**src/rtl/onew_rom_pkg.sv**
```systemverilog
package onew_rom_pkg;
  localparam int FAM_W = 8;
  localparam int SER_W = 48;
  localparam int CRC_W = 8;
  localparam int PRE_W = FAM_W + SER_W;
  localparam int ROM_W = PRE_W + CRC_W;
  localparam int IDX_W = $clog2(ROM_W);
  localparam int CMD_W = 8;

  localparam logic [CMD_W-1:0] CMD_READ    = 8'h33;
  localparam logic [CMD_W-1:0] CMD_MATCH   = 8'h55;
  localparam logic [CMD_W-1:0] CMD_SEARCH  = 8'hF0;
  localparam logic [CMD_W-1:0] CMD_CSEARCH = 8'hEC;
  localparam logic [CMD_W-1:0] CMD_SKIP    = 8'hCC;
  localparam logic [CMD_W-1:0] CMD_ODSKIP  = 8'h3C;
  localparam logic [CMD_W-1:0] CMD_ODMATCH = 8'h69;
  localparam logic [CMD_W-1:0] CMD_RESUME  = 8'hA5;

  localparam logic [CRC_W-1:0] CRC_POLY_REFL = 8'h8C;

  typedef enum logic [3:0] {
    ST_INIT,
    ST_IDLE,
    ST_CMD,
    ST_READ,
    ST_MATCH,
    ST_SRCH_BIT,
    ST_SRCH_CMP,
    ST_SRCH_SEL,
    ST_SEL
  } romState_e;

  typedef struct packed {
    logic cntClr;
    logic cntInc;
    logic cmdShift;
  } dpStrobe_t;
endpackage

```
**src/rtl/onew_rom_datapath.sv**
```systemverilog
module onew_rom_datapath
  import onew_rom_pkg::*;
#(
  parameter logic [FAM_W-1:0] FAMILY_CODE = 8'h2C,
  parameter logic [SER_W-1:0] SERIAL_NUM  = 48'h00A5_3C96_17E2
) (
  input  logic             clk,
  input  logic             rstN,
  input  dpStrobe_t        ctl,
  input  logic             rxBit,
  output logic             romBit,
  output logic [IDX_W-1:0] bitIdx,
  output logic [CMD_W-1:0] cmdNext,
  output logic             crcDone
);
  localparam logic [PRE_W-1:0] PRE_VEC  = {SERIAL_NUM, FAMILY_CODE};
  localparam logic [IDX_W-1:0] CRC_LAST = IDX_W'(PRE_W - 1);

  logic [CRC_W-1:0] crcReg;
  logic [IDX_W-1:0] crcCnt;
  logic [CMD_W-1:0] cmdReg;
  logic [ROM_W-1:0] romVec;

  function automatic logic [CRC_W-1:0] crcStep(input logic [CRC_W-1:0] cur, input logic din);
    logic fb;
    logic [CRC_W-1:0] nxt;
    fb  = cur[0] ^ din;
    nxt = cur >> 1;
    if (fb) nxt = nxt ^ CRC_POLY_REFL;
    return nxt;
  endfunction

  // Serial CRC over family code and serial, once after reset
  always_ff @(posedge clk or negedge rstN) begin
    if (!rstN) begin
      crcReg  <= '0;
      crcCnt  <= '0;
      crcDone <= 1'b0;
    end else if (!crcDone) begin
      crcReg <= crcStep(crcReg, PRE_VEC[crcCnt]);
      if (crcCnt == CRC_LAST) crcDone <= 1'b1;
      else crcCnt <= crcCnt + 1'b1;
    end
  end

  // Shared bit index for command bits and ROM bits
  always_ff @(posedge clk or negedge rstN) begin
    if (!rstN) bitIdx <= '0;
    else if (ctl.cntClr) bitIdx <= '0;
    else if (ctl.cntInc) bitIdx <= bitIdx + 1'b1;
  end

  assign cmdNext = {rxBit, cmdReg[CMD_W-1:1]};

  always_ff @(posedge clk or negedge rstN) begin
    if (!rstN) cmdReg <= '0;
    else if (ctl.cmdShift) cmdReg <= cmdNext;
  end

  assign romVec = {crcReg, SERIAL_NUM, FAMILY_CODE};
  assign romBit = romVec[bitIdx];

  p_crc_frozen_r2: assert property (@(posedge clk) disable iff (!rstN)
    crcDone |=> $stable(crcReg));
  p_clr_wins_r12: assert property (@(posedge clk) disable iff (!rstN)
    ctl.cntClr |=> (bitIdx == '0));
endmodule

```
**src/rtl/onew_rom_control.sv**
```systemverilog
module onew_rom_control
  import onew_rom_pkg::*;
(
  input  logic             clk,
  input  logic             rstN,
  input  logic             busRst,
  input  logic             longRst,
  input  logic             slotStb,
  input  logic             rxBit,
  input  logic             condMet,
  input  logic             romBit,
  input  logic [IDX_W-1:0] bitIdx,
  input  logic [CMD_W-1:0] cmdNext,
  input  logic             crcDone,
  output dpStrobe_t        ctl,
  output logic             txBit,
  output logic             overdrive,
  output logic             funcActive
);
  localparam logic [IDX_W-1:0] CMD_LAST = IDX_W'(CMD_W - 1);

  romState_e state, stNext;
  logic resumeFlag, rcNext;
  logic odNext, odBefore, odbNext;
  logic romLast;

  assign romLast = &bitIdx;

  always_comb begin
    stNext  = state;
    rcNext  = resumeFlag;
    odNext  = overdrive;
    odbNext = odBefore;
    ctl     = '0;
    if (state == ST_INIT) begin
      if (crcDone) stNext = ST_IDLE;
    end else if (busRst) begin
      stNext     = ST_CMD;
      ctl.cntClr = 1'b1;
      if (longRst) odNext = 1'b0;
    end else if (slotStb) begin
      unique case (state)
        ST_CMD: begin
          ctl.cmdShift = 1'b1;
          ctl.cntInc   = 1'b1;
          if (bitIdx == CMD_LAST) begin
            ctl.cntClr = 1'b1;
            case (cmdNext)
              CMD_READ:    stNext = ST_READ;
              CMD_MATCH: begin
                stNext  = ST_MATCH;
                odbNext = overdrive;
              end
              CMD_SEARCH:  stNext = ST_SRCH_BIT;
              CMD_CSEARCH: begin
                if (condMet) stNext = ST_SRCH_BIT;
                else begin
                  stNext = ST_IDLE;
                  rcNext = 1'b0;
                end
              end
              CMD_SKIP: begin
                stNext = ST_SEL;
                rcNext = 1'b0;
              end
              CMD_ODSKIP: begin
                stNext = ST_SEL;
                rcNext = 1'b0;
                odNext = 1'b1;
              end
              CMD_ODMATCH: begin
                stNext  = ST_MATCH;
                odbNext = overdrive;
                odNext  = 1'b1;
              end
              CMD_RESUME:  stNext = resumeFlag ? ST_SEL : ST_IDLE;
              default:     stNext = ST_IDLE;
            endcase
          end
        end
        ST_READ: begin
          ctl.cntInc = 1'b1;
          if (romLast) stNext = ST_SEL;
        end
        ST_MATCH: begin
          if (rxBit != romBit) begin
            stNext = ST_IDLE;
            rcNext = 1'b0;
            odNext = odBefore;
          end else if (romLast) begin
            stNext = ST_SEL;
            rcNext = 1'b1;
          end else begin
            ctl.cntInc = 1'b1;
          end
        end
        ST_SRCH_BIT: stNext = ST_SRCH_CMP;
        ST_SRCH_CMP: stNext = ST_SRCH_SEL;
        ST_SRCH_SEL: begin
          if (rxBit != romBit) begin
            stNext = ST_IDLE;
            rcNext = 1'b0;
          end else if (romLast) begin
            stNext = ST_SEL;
            rcNext = 1'b1;
          end else begin
            stNext     = ST_SRCH_BIT;
            ctl.cntInc = 1'b1;
          end
        end
        default: ;
      endcase
    end
  end

  always_ff @(posedge clk or negedge rstN) begin
    if (!rstN) begin
      state      <= ST_INIT;
      resumeFlag <= 1'b0;
      overdrive  <= 1'b0;
      odBefore   <= 1'b0;
    end else begin
      state      <= stNext;
      resumeFlag <= rcNext;
      overdrive  <= odNext;
      odBefore   <= odbNext;
    end
  end

  always_comb begin
    unique case (state)
      ST_READ, ST_SRCH_BIT: txBit = romBit;
      ST_SRCH_CMP:          txBit = ~romBit;
      default:              txBit = 1'b1;
    endcase
  end

  assign funcActive = (state == ST_SEL);

  p_long_reset_od_r9: assert property (@(posedge clk) disable iff (!rstN)
    (busRst && longRst && state != ST_INIT) |=> !overdrive);
  p_reset_deselects_r12: assert property (@(posedge clk) disable iff (!rstN)
    (busRst && state != ST_INIT) |=> !funcActive);
  p_cmd_index_bound_r11: assert property (@(posedge clk) disable iff (!rstN)
    (state == ST_CMD) |-> (bitIdx < IDX_W'(CMD_W)));
  p_resume_after_slot_r10: assert property (@(posedge clk) disable iff (!rstN)
    $rose(resumeFlag) |-> $past(slotStb));
  p_od_from_cmd_r7: assert property (@(posedge clk) disable iff (!rstN)
    $rose(overdrive) |-> ($past(state) == ST_CMD));
  p_init_quiet_r1: assert property (@(posedge clk) disable iff (!rstN)
    !crcDone |-> (txBit && !funcActive));
endmodule

```
**src/rtl/onew_rom_layer.sv**
```systemverilog
module onew_rom_layer
  import onew_rom_pkg::*;
#(
  parameter logic [FAM_W-1:0] FAMILY_CODE = 8'h2C,
  parameter logic [SER_W-1:0] SERIAL_NUM  = 48'h00A5_3C96_17E2
) (
  input  logic clk,
  input  logic rstN,
  input  logic busRst,
  input  logic longRst,
  input  logic slotStb,
  input  logic rxBit,
  input  logic condMet,
  output logic txBit,
  output logic overdrive,
  output logic funcActive
);
  dpStrobe_t        ctl;
  logic             romBit;
  logic [IDX_W-1:0] bitIdx;
  logic [CMD_W-1:0] cmdNext;
  logic             crcDone;

  onew_rom_datapath #(
    .FAMILY_CODE(FAMILY_CODE),
    .SERIAL_NUM (SERIAL_NUM)
  ) u_dp (
    .clk    (clk),
    .rstN   (rstN),
    .ctl    (ctl),
    .rxBit  (rxBit),
    .romBit (romBit),
    .bitIdx (bitIdx),
    .cmdNext(cmdNext),
    .crcDone(crcDone)
  );

  onew_rom_control u_ctl (
    .clk       (clk),
    .rstN      (rstN),
    .busRst    (busRst),
    .longRst   (longRst),
    .slotStb   (slotStb),
    .rxBit     (rxBit),
    .condMet   (condMet),
    .romBit    (romBit),
    .bitIdx    (bitIdx),
    .cmdNext   (cmdNext),
    .crcDone   (crcDone),
    .ctl       (ctl),
    .txBit     (txBit),
    .overdrive (overdrive),
    .funcActive(funcActive)
  );
endmodule

```
**config.mk**
```make
export PLATFORM = sky130hd
export DESIGN_NAME = onew_rom_layer
export DESIGN_NICKNAME = d
export VERILOG_FILES = /design/src/rtl/onew_rom_pkg.sv /design/src/rtl/onew_rom_datapath.sv /design/src/rtl/onew_rom_control.sv /design/src/rtl/onew_rom_layer.sv
export SDC_FILE = /design/constraint.sdc
export NUM_CORES = 1
export LEC_CHECK = 0
export ABC_AREA = 1
export BUFFER_PORTS_ARGS = -buffer_cell sky130_fd_sc_hd__buf_2
export CAP_MARGIN = 20
export CELL_PAD_IN_SITES_DETAIL_PLACEMENT = 1
export CELL_PAD_IN_SITES_GLOBAL_PLACEMENT = 1
export CORE_ASPECT_RATIO = 1.5
export CORE_MARGIN = 3
export CORE_UTILIZATION = 45
export CTS_CLUSTER_DIAMETER = 60
export DETAILED_ROUTE_END_ITERATION = 6
export PLACE_DENSITY_LB_ADDON = 0.1
export SYNTH_ARGS = -nofsm -noshare
export SYNTH_HDL_FRONTEND = slang
export SYNTH_HIERARCHICAL = 1
export SYNTH_SLANG_ARGS = --single-unit
```
**constraint.sdc**
```tcl
create_clock -name clk -period 3.2 [get_ports clk]
set_input_delay 0 -clock clk [delete_from_list [all_inputs] [get_ports clk]]
set_output_delay 0 -clock clk [all_outputs]
set_load 0.03 [all_outputs]
```
==> results.sh <==
export IMPL_outcome="finished, final reports clean"
export IMPL_synth_area_mux_share_pct=0.4111
export IMPL_overflow=0
export IMPL_yosys_top_cells_count="107 x nand2_1, 51 x nor2_1, 50 x inv_1"
export IMPL_start_kind="register"
export IMPL_finalHoldViolations=0
export IMPL_met3_usage_pct=3.078
export IMPL_synth_cells=406
export IMPL_clockRootBuffer="clkbuf_8"
export IMPL_cts_setup_buffers=0
export IMPL_hold_start="rxBit"
export IMPL_setup_viol=0
export IMPL_rows=34
export IMPL_setup_tns_final_ns=0
export IMPL_synth_top_cell_area_share_pct=31.98
export IMPL_syn_avg_cell_area_sq_um=6.746
export IMPL_gp_congestion=0.9297
export IMPL_dieHeight_um=101.6
export IMPL_grt_max_degree=36
export IMPL_clk_path_buf_depth=2
export IMPL_crit_arrival_ns=2.99
export IMPL_hpwl_mm=5.738
export IMPL_syn_nets=423
export IMPL_synthTopCellsByArea="dfrtp_1 32%, nand2_1 15%, nor2_1 7.0%"
export IMPL_syn_cell_area_sq_um=2739
export IMPL_fin_crit_sh_pct=86.97
export IMPL_cts_resized=0
export IMPL_ant_nets=0
export IMPL_max_freq_mhz=359.3
export IMPL_htreeDepth=2
export IMPL_die_w_um=69.70
export IMPL_r2r_slack_ns=0.42
export IMPL_relSlewSlack_pct=44.13
export IMPL_synth_seq_cells=35
export IMPL_ys_warn_count=6
export IMPL_synthArstFlopShare_pct=100.0
export IMPL_worstReg2RegEnd="u_dp/bitIdx[5]$_DFFE_PN0P_"
export IMPL_crit_required_ns=3.41
export IMPL_diodes=0
export IMPL_reg2reg_depth=17
export IMPL_port_buffers=9
export IMPL_grtUsageMet2_pct=43.31
export IMPL_grt_pass1_wl_mm=12.77
export IMPL_synthXorXnorAreaFrac_pct=1.599
export IMPL_min_to="u_dp/cmdReg[7]$_DFFE_PN0P_"
export IMPL_hold_depth=3
export IMPL_clk_latency_ns=0.28
export IMPL_synth_seq_area_share_pct=31.98
export IMPL_initial_core_util_pct=46.65
export IMPL_synth_top_family_by_area="simple AND/OR/NAND/NOR gates"
export IMPL_critical_path_endpoint_type="register"
export IMPL_ir_worst_vdd_mv=0.2195
export IMPL_maxSlewViolCount=0
export IMPL_max_cap_violations=0
export IMPL_synth_area_leader_cell="dfrtp_1"
export IMPL_regArea_sq_um=875.8
export IMPL_min_path_type="in -> reg"
export IMPL_first_iter_violations=68
export IMPL_hold_ws_ns=0.06003
export IMPL_route_detailed_drc=0
export IMPL_coreArea_sq_um=5871
export IMPL_syn2layout_area_growth_pct=7.720
export IMPL_p_leak_nw=1.473
export IMPL_rsz0062_at_grt="false"
export IMPL_routedWlPerCell_um=14.52
export IMPL_ys_flop_type="dfrtp_1"
export IMPL_grt_antenna_before_repair=0
export IMPL_vias=2615
export IMPL_clk_pin_slew_worst_paths_ns=0.07
export IMPL_vias_per_cell=5.304
export IMPL_hold_buffers=1
export IMPL_top_usage_layer="met2"
export IMPL_grt_util_met1_pct=24.75
export IMPL_cts_tree="built"
export IMPL_r2r_start="u_dp/bitIdx[0]$_DFFE_PN0P_"
export IMPL_final_nets=437
export IMPL_synth_adder_area_share_pct=4.568
export IMPL_tightest_slew_ns=0.8380
export IMPL_synthSimpleGateAreaFrac_pct=39.88
export IMPL_dr_pass1_iters=4
export IMPL_yosysMostFrequentCell="nand2_1"
export IMPL_critical_path_class="reg -> reg"
export IMPL_clock_sinks=35
export IMPL_crit_fanout=6
export IMPL_synth_compound_area_share_pct=11.65
export IMPL_grt_usage_pct=22.23
export IMPL_boundaryPins=10
export IMPL_numCtsBuffers=5
export IMPL_p_per_area_nw_per_um2=608.5
export IMPL_fillers=814
export IMPL_ys_types=40
export IMPL_routed_wl_mm=7.156
export IMPL_multi_input_area_sq_um=1592
export IMPL_fin_skew_ns=0.006850
export IMPL_grt_pass1_vias=2798
export IMPL_synth_edf_count=0
export IMPL_die_area_sq_um=7078
export IMPL_post_route_min_period_ns=2.783
export IMPL_layout_drive_gt1_share_pct=14.25
## report_power, final
group	internal, mW	total [mW]	leakage, nW	switching (mW)
registers	0.521	0.631	0.423	0.110
clock network	0.153	0.314	0.0422	0.161
logic	0.272	0.851	1.01	0.578
## cell families (layout without fill, tap and decap cells)
logic type | count (synthesis) | in the layout
adders and majority gates | 10 | 10
AOI/OAI and AO/OA | 55 | 55
muxes | 1 | 1
and+or+nand+nor | 233 | 233
DFF | 35 | 35
xor gates and xnor gates | 5 | 5
buffers and inverters | 67 | 82
## state kept, by name, indices dropped and copies added (netlist names)
register	count
u_dp/crcReg	8
u_ctl/odBefore	1
u_dp/cmdReg	7
u_dp/bitIdx	6
u_dp/crcCnt	6
u_dp/crcDone	1
u_ctl/resumeFlag	1
u_ctl/state	4
u_ctl/overdrive	1
## stage by stage
stage	utilization, %	setup WS [ns]	power, mW	instance area (sq um)	cells
2_1_floorplan	-	0.6448	1.265	2739	406
3_3_place_gp	48.70	0.5520	1.461	2859	484
3_5_place_dp	48.70	0.4407	1.493	2859	484
4_1_cts	50.26	0.4116	1.818	2950	493
5_1_grt	50.26	0.05269	1.967	2950	493
6_report	50.26	0.4171	1.795	2950	493
## worst max-delay path by stage
stage,start,endpoint,slack [ns]
6_report,u_dp/bitIdx[0]$_DFFE_PN0P_,u_dp/bitIdx[5]$_DFFE_PN0P_,0.42
3_5_place_dp,u_dp/bitIdx[0]$_DFFE_PN0P_,u_dp/bitIdx[4]$_DFFE_PN0P_,0.44
5_1_grt,u_dp/bitIdx[0]$_DFFE_PN0P_,u_dp/bitIdx[5]$_DFFE_PN0P_,0.05
2_1_floorplan,u_dp/bitIdx[1]$_DFFE_PN0P_,u_dp/bitIdx[5]$_DFFE_PN0P_,0.64
3_3_place_gp,u_dp/bitIdx[0]$_DFFE_PN0P_,u_dp/bitIdx[5]$_DFFE_PN0P_,0.55
4_1_cts,u_dp/bitIdx[0]$_DFFE_PN0P_,u_dp/bitIdx[4]$_DFFE_PN0P_,0.41
## final cells by class
cell class / count / area share (%)
Multi-Input combinational cell: 304 / 53.94
Tap cell: 72 / 3.053
Clock inverter: 1 / 0.1696
Timing Repair Buffer: 13 / 2.629
Inverter: 61 / 7.930
Sequential cell: 35 / 29.69
Clock buffer: 7 / 2.587
## layout by cell type (no fill, tap or decap), types with 3 or more instances in the layout
cell        n
dfrtp_1    35
nor3_1      6
xor2_1      4
nand2_1   107
clkbuf_8    5
inv_2       8
o21ai_1     4
nand4_1     6
nand2_4     3
o21ai_0    24
nor2_1     51
nand3_2     7
nand3_1    31
o211ai_1    6
a21oi_1    14
buf_2       9
buf_4       3
nand2_2     9
nor2_2      5
nor2_4      3
inv_1      50
ha_1       10
## critical path, cell delays in order (launching register included)
cell and delay [ns]:
dfrtp_1 0.38, inv_1 0.15, ha_1 0.28, inv_1 0.06, nor2_1 0.03, o21ai_0 0.15, a21oi_1 0.08, o31ai_1 0.19
inv_1 0.13, nor2_1 0.10, nor2_1 0.07, nor2_2 0.13, nand2_1 0.10, a21boi_1 0.36, nor2_1 0.10, inv_1 0.14
a21oi_1 0.08, nor3_1 0.16
## routing by layer
layer  part of all wire (%)  wire [um]  up-vias
met5                      0          0        -
met4                    1.7        124        0
met3                    1.9        136       11
met2                     55       3937       32
met1                     41       2957     1251
li1                       -          -     1321
No activity file was read; power rests on OpenSTA's default activity.
